--- config.mk ---
export PLATFORM = sky130hd
export DESIGN_NAME = mem_fill_gen
export DESIGN_NICKNAME = d
export VERILOG_FILES = /design/src/rtl/mfg_pkg.sv /design/src/rtl/mfg_src.sv /design/src/rtl/mfg_seq.sv /design/src/rtl/mem_fill_gen.sv
export SDC_FILE = /design/constraint.sdc
export NUM_CORES = 1
export LEC_CHECK = 0
export BUFFER_PORTS_ARGS = -buffer_cell sky130_fd_sc_hd__buf_2
export CAP_MARGIN = 20
export CORE_ASPECT_RATIO = 0.75
export CORE_MARGIN = 10
export CORE_UTILIZATION = 50
export DETAILED_ROUTE_END_ITERATION = 8
export PLACE_DENSITY = 0.68
export SETUP_SLACK_MARGIN = 0.1
export SLEW_MARGIN = 30
export SYNTH_ARGS = -nofsm -noshare
export SYNTH_HDL_FRONTEND = slang
export SYNTH_SLANG_ARGS = --single-unit
export TNS_END_PERCENT = 30
--- constraint.sdc ---
create_clock -name clk -period 8.3 [get_ports clk]
set_input_delay 1.66 -clock clk [delete_from_list [all_inputs] [get_ports clk]]
set_output_delay 1.66 -clock clk [all_outputs]
set_load 0.03 [all_outputs]
--- src/rtl/mfg_pkg.sv ---
// Package: shared types for the memory region fill generator.
// Assumes: nothing beyond SystemVerilog 2017.
package mfg_pkg;

    // Run state of the fill sequencer.
    typedef enum logic [1:0] {
        ST_IDLE = 2'd0,
        ST_RUN  = 2'd1,
        ST_DONE = 2'd2
    } run_state_e;

endpackage

--- src/rtl/mfg_src.sv ---
// Module: mfg_src
// Produces one test value per word: an up-counter or a Galois LFSR.
// The mode is captured at load, both generators restart at load and
// advance on step. Assumes SEED is nonzero and TAPS is maximal length.
module mfg_src #(
    parameter int          W    = 32,
    parameter logic [W-1:0] TAPS = W'(32'h80200003),
    parameter logic [W-1:0] SEED = W'(1)
) (
    input  logic         clk,
    input  logic         rst_n,
    input  logic         load,
    input  logic         step,
    input  logic         rand_sel,
    output logic [W-1:0] value
);

    logic [W-1:0] cnt_q;
    logic [W-1:0] lfsr_q;
    logic         sel_q;

    assign value = sel_q ? lfsr_q : cnt_q;

    // Restart on load, advance both generators on step.
    always_ff @(posedge clk) begin
        if (!rst_n) begin
            cnt_q  <= '0;
            lfsr_q <= SEED;
            sel_q  <= 1'b0;
        end else if (load) begin
            cnt_q  <= '0;
            lfsr_q <= SEED;
            sel_q  <= rand_sel;
        end else if (step) begin
            cnt_q  <= cnt_q + W'(1);
            lfsr_q <= (lfsr_q >> 1) ^ (lfsr_q[0] ? TAPS : '0);
        end
    end

    // LFSR never collapses to zero after a run starts.
    p_lfsr_live_r6: assert property (@(posedge clk) disable iff (!rst_n)
        sel_q |-> lfsr_q != '0);

endmodule

--- src/rtl/mfg_seq.sv ---
// Module: mfg_seq
// Sequences one command beat and one data beat per word. It records
// which channel has already been accepted and steps only once both are.
// Assumes the word count is presented at start and the block is idle then.
module mfg_seq
    import mfg_pkg::*;
#(
    parameter int CNT_W = 32
) (
    input  logic             clk,
    input  logic             rst_n,
    input  logic             soft_clr,
    input  logic             start,
    input  logic [CNT_W-1:0] words,
    input  logic             cmd_ready,
    input  logic             wd_ready,
    output logic             cmd_valid,
    output logic             wd_valid,
    output logic             load,
    output logic             step,
    output logic             done
);

    run_state_e       state_q;
    logic [CNT_W-1:0] words_q;
    logic [CNT_W-1:0] idx_q;
    logic             cmd_sent_q;
    logic             wd_sent_q;
    logic             running;
    logic             cmd_fire;
    logic             wd_fire;

    assign running   = (state_q == ST_RUN);
    assign done      = (state_q == ST_DONE);
    assign cmd_valid = running && !cmd_sent_q;
    assign wd_valid  = running && !wd_sent_q;
    assign cmd_fire  = cmd_valid && cmd_ready;
    assign wd_fire   = wd_valid && wd_ready;
    assign load      = start && !running && !soft_clr;
    assign step      = running && !soft_clr
                       && (cmd_sent_q || cmd_fire) && (wd_sent_q || wd_fire);

    // Run state, word index and per-channel accepted flags.
    always_ff @(posedge clk) begin
        if (!rst_n) begin
            state_q    <= ST_IDLE;
            words_q    <= '0;
            idx_q      <= '0;
            cmd_sent_q <= 1'b0;
            wd_sent_q  <= 1'b0;
        end else if (soft_clr) begin
            state_q    <= ST_IDLE;
            cmd_sent_q <= 1'b0;
            wd_sent_q  <= 1'b0;
        end else if (load) begin
            words_q    <= words;
            idx_q      <= '0;
            cmd_sent_q <= 1'b0;
            wd_sent_q  <= 1'b0;
            state_q    <= (words == '0) ? ST_DONE : ST_RUN;
        end else if (step) begin
            cmd_sent_q <= 1'b0;
            wd_sent_q  <= 1'b0;
            if (idx_q == words_q - CNT_W'(1)) state_q <= ST_DONE;
            else                              idx_q   <= idx_q + CNT_W'(1);
        end else if (running) begin
            if (cmd_fire) cmd_sent_q <= 1'b1;
            if (wd_fire)  wd_sent_q  <= 1'b1;
        end
    end

    // Offered command stays offered until taken.
    p_cmd_hold_r7: assert property (@(posedge clk) disable iff (!rst_n)
        cmd_valid && !cmd_ready && !soft_clr |=> cmd_valid);
    // Offered data stays offered until taken.
    p_wd_hold_r7: assert property (@(posedge clk) disable iff (!rst_n)
        wd_valid && !wd_ready && !soft_clr |=> wd_valid);
    // Done persists until start or clear.
    p_done_hold_r8: assert property (@(posedge clk) disable iff (!rst_n)
        done && !start && !soft_clr |=> done);
    // Clear silences both channels and done.
    p_clear_r9: assert property (@(posedge clk) disable iff (!rst_n)
        soft_clr |=> !cmd_valid && !wd_valid && !done);
    // Start during a run keeps the run going.
    p_busy_start_r10: assert property (@(posedge clk) disable iff (!rst_n)
        running && start && !soft_clr && !step |=> running);

endmodule

--- src/rtl/mem_fill_gen.sv ---
// Module: mem_fill_gen (top)
// Fills a memory region word by word over a command channel and a write
// data channel. Byte settings are turned into word settings and captured
// at start; the offset wraps with a mask taken from the span.
// Assumes DATA_W is a power-of-two multiple of 8 and the span a power of two.
module mem_fill_gen
    import mfg_pkg::*;
#(
    parameter int DATA_W = 32,
    parameter int ADDR_W = 32,
    parameter int LEN_W  = 32
) (
    input  logic              clk,
    input  logic              rst_n,
    input  logic              soft_clr,
    input  logic              start,
    input  logic [ADDR_W-1:0] cfg_base,
    input  logic [ADDR_W-1:0] cfg_end,
    input  logic [LEN_W-1:0]  cfg_len,
    input  logic              cfg_rand_addr,
    input  logic              cfg_rand_data,
    output logic              done,
    output logic              cmd_valid,
    input  logic              cmd_ready,
    output logic              cmd_we,
    output logic [ADDR_W-1:0] cmd_addr,
    output logic              wd_valid,
    input  logic              wd_ready,
    output logic [DATA_W-1:0] wd_data
);

    localparam int BYTES = DATA_W / 8;
    localparam int SHIFT = $clog2(BYTES);

    logic [ADDR_W-1:0] base_q;
    logic [ADDR_W-1:0] mask_q;
    logic [ADDR_W-1:0] addr_off;
    logic [LEN_W-1:0]  words;
    logic              load;
    logic              step;

    assign words  = cfg_len >> SHIFT;
    assign cmd_we = 1'b1;
    assign cmd_addr = base_q + (addr_off & mask_q);

    // Capture word base and wrap mask at the start of a run.
    always_ff @(posedge clk) begin
        if (!rst_n) begin
            base_q <= '0;
            mask_q <= '0;
        end else if (load) begin
            base_q <= cfg_base >> SHIFT;
            mask_q <= ((cfg_end - cfg_base) >> SHIFT) - ADDR_W'(1);
        end
    end

    mfg_seq #(.CNT_W(LEN_W)) u_seq (
        .clk       (clk),
        .rst_n     (rst_n),
        .soft_clr  (soft_clr),
        .start     (start),
        .words     (words),
        .cmd_ready (cmd_ready),
        .wd_ready  (wd_ready),
        .cmd_valid (cmd_valid),
        .wd_valid  (wd_valid),
        .load      (load),
        .step      (step),
        .done      (done)
    );

    mfg_src #(.W(ADDR_W)) u_addr_src (
        .clk      (clk),
        .rst_n    (rst_n),
        .load     (load),
        .step     (step),
        .rand_sel (cfg_rand_addr),
        .value    (addr_off)
    );

    mfg_src #(.W(DATA_W)) u_data_src (
        .clk      (clk),
        .rst_n    (rst_n),
        .load     (load),
        .step     (step),
        .rand_sel (cfg_rand_data),
        .value    (wd_data)
    );

    // Commands stay inside the span from the base.
    p_addr_span_r4: assert property (@(posedge clk) disable iff (!rst_n)
        cmd_valid |-> ((cmd_addr - base_q) & ~mask_q) == '0);
    // Stalled command keeps its address.
    p_addr_hold_r7: assert property (@(posedge clk) disable iff (!rst_n)
        cmd_valid && !cmd_ready && !soft_clr |=> $stable(cmd_addr));
    // Stalled data keeps its value.
    p_data_hold_r7: assert property (@(posedge clk) disable iff (!rst_n)
        wd_valid && !wd_ready && !soft_clr |=> $stable(wd_data));

endmodule

# After elaboration in Yosys (flattened, before gate mapping)
# Index checks and enable logic that the tools add are counted.
# W data, S select, Z words.
word_totals:
  ff_bits: 258
  in_bits: 104
  output_inout_bits: 68
  elab_cells: 66
classes:
  n_addsub: 7
  n_eq_ne: 4
  muxes: 11
  n_bitwise: 5
  n_reduce_logical: 26
ops:
  columns: ["op", "count"]
  rows:
  - ["$mux W32", 7]
  - ["$add A32 B1 Y32 const B", 3]
  - ["$xor A31 B32 Y32", 2]
  - ["$sub A30 B1 Y31 const B", 2]
  - ["$add A30 B32 Y32", 1]
  - ["$and A32 B32 Y32", 1]
  - ["$eq A32 B32 Y1", 1]
  - ["$logic_not A32 Y1", 1]
  - ["$sub A32 B32 Y32", 1]
  - ["$logic_and A1 B1 Y1", 9]
  - ["$mux W2", 4]
  - ["$reduce_and A2 Y1", 4]
  - ["$logic_not A1 Y1", 4]
  - ["$reduce_bool A2 Y1", 2]
  - ["$reduce_or A2 Y1", 2]
  - ["$reduce_or A4 Y1", 1]
  - ["$reduce_and A3 Y1", 1]
  - ["$eq A2 B1 Y1 const B", 1]
  - ["$eq A2 B2 Y1 const B", 1]
  - ["$logic_or A1 B1 Y1", 2]
  - ["$ne A2 B2 Y1 const B", 1]
  - ["$not A1 Y1", 2]

# Depth between registers and ports, before layout
# Gate-level depths: netlist of the first run.
logic_depth:
  depth_word: 8
  mapped_depth: 18
  mapped_depth_nobuf: 16

# By module
# A second synthesis of the first run with hierarchy kept.
unflattened:
  cells_unflattened: 2127
  hier_area_um2: 17362.9
by_module_without_submodules:
  columns: ["mod", "n_inst", "cells_each", "area_per_inst_um2", "seq_area_each_um2"]
  rows:
  - ["mem_fill_gen", 1, 881, 6645.1, 1221.2]
  - ["mfg_src", 2, 329, 3056.7, 1301.2]
  - ["mfg_seq", 1, 588, 4604.4, 1361.3]

# Worst setup path after synthesis of the first run
# Ideal clock, no wire load.
synth_timing:
  kind: "reg2out"
  startpoint: "reg u_addr_src.sel_q"
  endpoint: "out cmd_addr[28]"
  t_arrival_ns: 4.318
  t_required_ns: 6.640
  setup_slack_ns: 2.322
  stages_incl_launch_ff: 19
  cell_sequence: "dfxtp_1 > clkbuf_1 > buf_1 > mux2i_1 > nor2b_1 > ha_1 > inv_1 > fa_1 > nor2b_1 > o21ai_0 > a21boi_0 > o21ai_0 > a21oi_1 > o211ai_1 > a2111oi_0 > a31oi_1 > o31ai_1 > a21oi_1 > xnor2_1"
synth_via:
  elab_chain_len: 3
synth_lines:
  columns: ["element", "line", "rtl"]
  rows:
  - ["start: declaration", "mfg_src.sv:20", "logic sel_q;"]
  - ["start signal: assignment", "mfg_src.sv:33", "sel_q <= rand_sel;"]
  - ["$mux W32", "mfg_src.sv:22", "assign value = sel_q ? lfsr_q : cnt_q;"]
  - ["$and A32 B32 Y32", "mem_fill_gen.sv:44", "assign cmd_addr = base_q + (addr_off & mask_q);"]
  - ["$add A30 B32 Y32", "mem_fill_gen.sv:44", null]
  - ["end: declaration", "mem_fill_gen.sv:26", "output logic [ADDR_W-1:0] cmd_addr,"]
# Every way passes these cells.

# Final worst setup path of the first run
layout_timing:
  startpoint: "reg u_addr_src.sel_q"
  endpoint: "out cmd_addr[31]"
# Same word-level chain as after synthesis.

==> results.cfg, run 1 <==
[finish]
final_common_cell = nand2_1
seqCellArea_um2 = 5146
layout-area-overhead-vs-synth_pct = 12.20
fillers = 2845
fin_nets = 2314
multiInputGateArea_um2 = 9852
utilization_pct = 57.50
fin_cells = 2561
drive_above_1_share_pct = 12.59
layout_common_cells = nand2_1 (357), dfxtp_1 (256), a21oi_1 (221), nor2_1 (171), buf_2 (168)
fin_area_um2 = 17530

[sta]
layout_setup_ws_ns = 1.002
holdWs_ns = 0.4526
min_period_ns = 7.298
fin_crit_sh_pct = 87.92
worst_slew_pin_slew_ns = 0.9829
rsz0062_at_grt = no
setup_viol = 0
hold_viol_final = 0
finalClockSkew_ns = 0.01433
max_freq_mhz = 137.0
drv_slew = 0
fin_tns_setup_ns = 0
slew_headroom_pct = 34.47

[clock_tree]
clk_pin_slew_ns = 0.07
cts_setup_buffers = 0
cts-root-buf = clkbuf_16
clk_latency_ns = 0.54
ctsHoldBuffers = 0
cts_made_buffers = 26
cts_buffer_depth = 3
ctsResizeCount = 0
cts.sinks = 257
cts_tree = done
cts.htree.levels = 1

[synthesis]
synth_mux_area_share_pct = 4.437
synth_edf_count = 0
synth_compound_area_share_pct = 16.99
synth_top_area_cell = dfxtp_1
synth.top_cell.area_share_pct = 32.93
synth_xor_xnor_area_share_pct = 10.20
synth_top_family_by_area = simple AND/OR/NAND/NOR gates
synth-seq-cells = 257
synthAdderAreaFrac_pct = 5.334
async_flop_share_pct = 0
synthSimpleGateAreaFrac_pct = 25.95
yosys_warnings = 0
synth_cell_types = 73
synth_area_leaders = dfxtp_1 (33%), nand2_1 (8.6%), a21oi_1 (7.1%), xnor2_1 (5.8%), ha_1 (5.2%)
yosysSeqAreaShare_pct = 32.93
syn_avg_cell_area_um2 = 7.670
synthFlopType = dfxtp_1
syn_area_um2 = 15620
syn_inst = 2037
syn_nets = 2207

[critical_path]
worstPathArrival_ns = 5.64
worst_setup_path_end_kind = output port
crit_type = flop to output port
critPathMaxFanout = 33
startpoint_type = flop
r2r_start = u_seq.words_q[0]
critPathRequiredTime_ns = 6.64
crit_start = u_addr_src.sel_q

[power]
ir_drop_mv = 0.1241
p_leak_nw = 6.819
powerDensity_nw_per_um2 = 170.5
power.total_mw = 2.989

[detailed_routing]
ant_nets = 0
drtIter0Drc = 1163
firstDrtPassIters = 5
drt-total-wl_mm = 42.80
drt_drc_violations_left = 0
wire_per_inst_um = 16.71
vias = 14379
routed_via_density = 5.615

[run]
cap_violations = 0

[place]
placedCellCount = 2515
port_buffers = 168
place_area_um2 = 16660
dpl_worst_slack_ns = 1.683
dp_hpwl_mm = 31.96
gp_congestion = 1.010

[die]
ios = 172
core_area_um2 = 30490
die_x_um = 224.1
die_area_um2 = 38790
die_h_um = 173.1
rows = 55
start_util_pct = 51.25

[global_route]
grt_pass1_vias = 13264
track_usage_pct = 21.05
antenna_found_initial = 1
globalRouteOverflowTotal = 0
grt_pass1_wl_mm = 69.24
grt_max_degree = 100

[worst_hold_path]
hold_class = flop to flop
hold_start = mask_q[13]

[status]
status = finished clean
[path summary, 6_finish.rpt]
check | endpoint | slack (ns) | cells after the start
worst max-delay path | cmd_addr[31] | 1.00 | 17
worst min-delay path | mask_q[13] | 0.45 | 2
worst max register to register | u_seq.idx_q[11] | 3.78 | 12
worst min register to register | mask_q[13] | 0.45 | 2
[where the power goes]
group	total, mW	switching [mW]	internal (mW)
clock	1.21	0.499	0.712
sequential	1.28	0.0219	1.26
combinational	0.497	0.314	0.183
[critical path, stage by stage, from the launching register on]
cell,delay (ns)
dfxtp_2,0.31
buf_4,0.45
mux2_2,0.43
nand2_1,0.13
inv_1,0.06
ha_1,0.28
a211oi_1,0.22
nor2_1,0.13
o311ai_0,0.57
a31oi_1,0.22
o22ai_1,0.51
o211ai_1,0.23
a221oi_1,0.47
o21ai_0,0.29
a221oi_1,0.32
nor2_1,0.08
xnor2_1,0.15
buf_2,0.22
[kinds of logic after synthesis]
family                     after synthesis
and+or+nand+nor                        860
AOI/OAI and AO/OA                      441
muxes                                   65
DFF                                    257
buffers and inverters                  165
adders and majority gates               66
other                                    1
xor gates and xnor gates               182
[per-layer routing]
layer  wire length [um]  vias to the layer above  global-route usage (%)
li1                   -                     7311                       -
met1              21810                     6710                   31.21
met2              17790                      316                   30.99
met3               2500                       42                   3.855
met4                705                        0                   3.874
met5                  0                        -                       0
[sequential cells by signal, indices dropped and copies added, names as in the netlist, 2 cells and up]
name,cells
u_seq.idx_q,32
u_seq.words_q,30
u_addr_src.lfsr_q,32
u_addr_src.cnt_q,32
u_data_src.cnt_q,32
mask_q,31
u_seq.state_q,2
base_q,30
u_data_src.lfsr_q,32
[cells in the mapped netlist, types with 5 or more instances]
cell type,n
nor2b_1,51
nor4b_1,5
mux2_2,34
and2_1,7
nor3b_1,7
buf_1,12
dfxtp_1,257
a2111oi_0,5
ha_1,65
or4_1,8
a211oi_1,26
a221oi_1,5
a31oi_1,11
nand2_1,358
and4_1,8
o211ai_1,10
a21o_1,20
o21a_1,6
xor2_1,79
a211o_1,11
xnor2_1,103
mux2i_1,31
nand3_1,59
nand4_1,28
o21bai_1,5
nor3_1,35
a21oi_1,221
or3_1,31
nor4_1,28
nor2_1,171
o31ai_1,7
inv_1,64
nand2b_1,15
o21ai_0,77
and3_1,30
clkbuf_1,80
[area by class of cell]
type                            instances  share of cell area (%)
Clock buffer                           36                   4.218
Multi-Input combinational cell       1615                   56.20
Tap cell                              399                   2.848
Clock inverter                          9                  0.6852
Sequential cell                       257                   29.36
Antenna cell                            1                 0.01427
Inverter                               65                   1.392
Timing Repair Buffer                  179                   5.289
No activity file was read; power rests on OpenSTA's default activity.
==> inputs of run 2 (changes only) <==
==> constraint.sdc (replaced) <==
create_clock -name clk -period 8.3 [get_ports clk]
set_input_delay 0.83 -clock clk [delete_from_list [all_inputs] [get_ports clk]]
set_output_delay 0.83 -clock clk [all_outputs]
set_load 0.03 [all_outputs]
==> results.cfg, run 2 (synthesized netlist as in run 1, its figures left out) <==
[global_route]
grt_pass1_vias = 13093
antenna_found_initial = 1
track_usage_pct = 20.95
grt_pass1_wl_mm = 68.66
grt_max_degree = 101
globalRouteOverflowTotal = 0

[critical_path]
critPathMaxFanout = 9
worstPathArrival_ns = 5.30
path_cells = mux2_2 > nand2_1 > inv_1 > ha_1 > a211oi_1 > nor2_1 > o311ai_0 > a31oi_1 > o22ai_1 > o211ai_1 > a221oi_1 > o21ai_0 > a221oi_1 > nor2_1 > xnor2_1 > buf_2
slowest_stage = o311ai_0
worst_setup_path_end_kind = output port
max_stage_delay_ns = 0.58
critPathRequiredTime_ns = 7.47
crit_type = flop to output port
startpoint_type = flop

[power]
p_sw_share_pct = 27.73
p_switching_mw = 0.8288
combPwrFrac_pct = 16.6
power.total_mw = 2.989
ir_drop_mv = 0.1235
p_leak_nw = 6.821
powerDensity_nw_per_um2 = 170.2
p_seq_share_pct = 42.9
clockPowerShare_pct = 40.5
p_int_mw = 2.160

[die]
rows = 55
die_h_um = 173.1
core_area_um2 = 30490
die_area_um2 = 38790
ios = 172
start_util_pct = 51.25
die_x_um = 224.1

[sta]
min_period_ns = 6.127
slew_headroom_pct = 35.47
fin_tns_setup_ns = 0
fin_crit_sh_pct = 73.82
holdWs_ns = 0.4541
rsz0062_at_grt = no
finalClockSkew_ns = 0.01372
drv_slew = 0
setup_viol = 0
worst_slew_pin_slew_ns = 0.9680
max_freq_mhz = 163.2
hold_viol_final = 0

[place]
place_area_um2 = 16650
port_buffers = 168
gp_congestion = 1.003
dp_hpwl_mm = 32.32

[clock_tree]
cts.htree.levels = 1
cts_buffer_depth = 3
cts_setup_buffers = 0
cts.sinks = 257
cts_made_buffers = 26
ctsResizeCount = 0
clk_pin_slew_ns = 0.06
cts-root-buf = clkbuf_16
clk_latency_ns = 0.54
cts_tree = done
ctsHoldBuffers = 0

[finish]
fin_nets = 2313
layout_common_cells = nand2_1 (357), dfxtp_1 (256), a21oi_1 (221), nor2_1 (171), buf_2 (168)
layout-area-overhead-vs-synth_pct = 12.36
final_common_cell = nand2_1
fin_area_um2 = 17560
fillers = 2886
drive_above_1_share_pct = 12.53

[detailed_routing]
drt-total-wl_mm = 42.95
routed_via_density = 5.685
wire_per_inst_um = 16.76
ant_nets = 0
drt_drc_violations_left = 0
vias = 14565
firstDrtPassIters = 5
drtIter0Drc = 1050

[run]
cap_violations = 0

[status]
status = finished clean

[worst_hold_path]
hold_class = flop to flop
run 2: stage by stage:
step	std cells	setup WS, ns	util, %
global route	2562	1.731	57.59
detailed placement	2513	2.822	54.62
floorplan	2037	3.152	-
global placement	2513	2.877	54.62
CTS	2560	2.163	57.49
finish	2562	2.173	57.59
run 2: final timing paths:
kind | startpoint | end | slack (ns) | depth (start not counted)
min | mask_q[4] | mask_q[4] | 0.45 | 2
min reg2reg | mask_q[4] | mask_q[4] | 0.45 | 2
max reg2reg | u_seq.words_q[0] | u_seq.idx_q[15] | 3.78 | 12
max | u_addr_src.sel_q | cmd_addr[31] | 2.17 | 16
run 2: routing by layer:
layer | share of wire [%] | up-vias | global-route usage, %
met3 | 6.8 | 36 | 4.413
met5 | 0 | - | 0
li1 | - | 7338 | -
met4 | 1.5 | 0 | 3.676
met1 | 49 | 6809 | 30.41
met2 | 42 | 382 | 31.29
run 2: worst max-delay path: cells and delay by family (launching register included):
kind | cells | cell delay (ns)
AO/OA/AOI/OAI | 8 | 2.79
buffers and inverters | 2 | 0.27
XOR/XNOR | 1 | 0.15
AND/OR/NAND/NOR | 3 | 0.33
adder cells (fa/ha/maj) | 1 | 0.28
multiplexers | 1 | 0.39
flip-flops | 1 | 0.51
run 2: final cells by class:
type                            count  area (um2)  area share (%)
Antenna cell                        1       2.502         0.01425
Clock buffer                       39       749.5           4.269
Clock inverter                      8       126.4          0.7198
Inverter                           65       244.0           1.390
Multi-Input combinational cell   1615        9859           56.16
Sequential cell                   257        5146           29.31
Tap cell                          399       499.2           2.844
Timing Repair Buffer              178       928.4           5.288
run 2: power groups by stage:
stage               logic (mW)  registers, mW  clock network [mW]
floorplan                0.362           1.30                   0
detailed placement       0.484           1.31                   0
global placement         0.476           1.31                   0
CTS                      0.487           1.28                1.24
finish                   0.495           1.28                1.21
global route             0.547           1.29                1.29
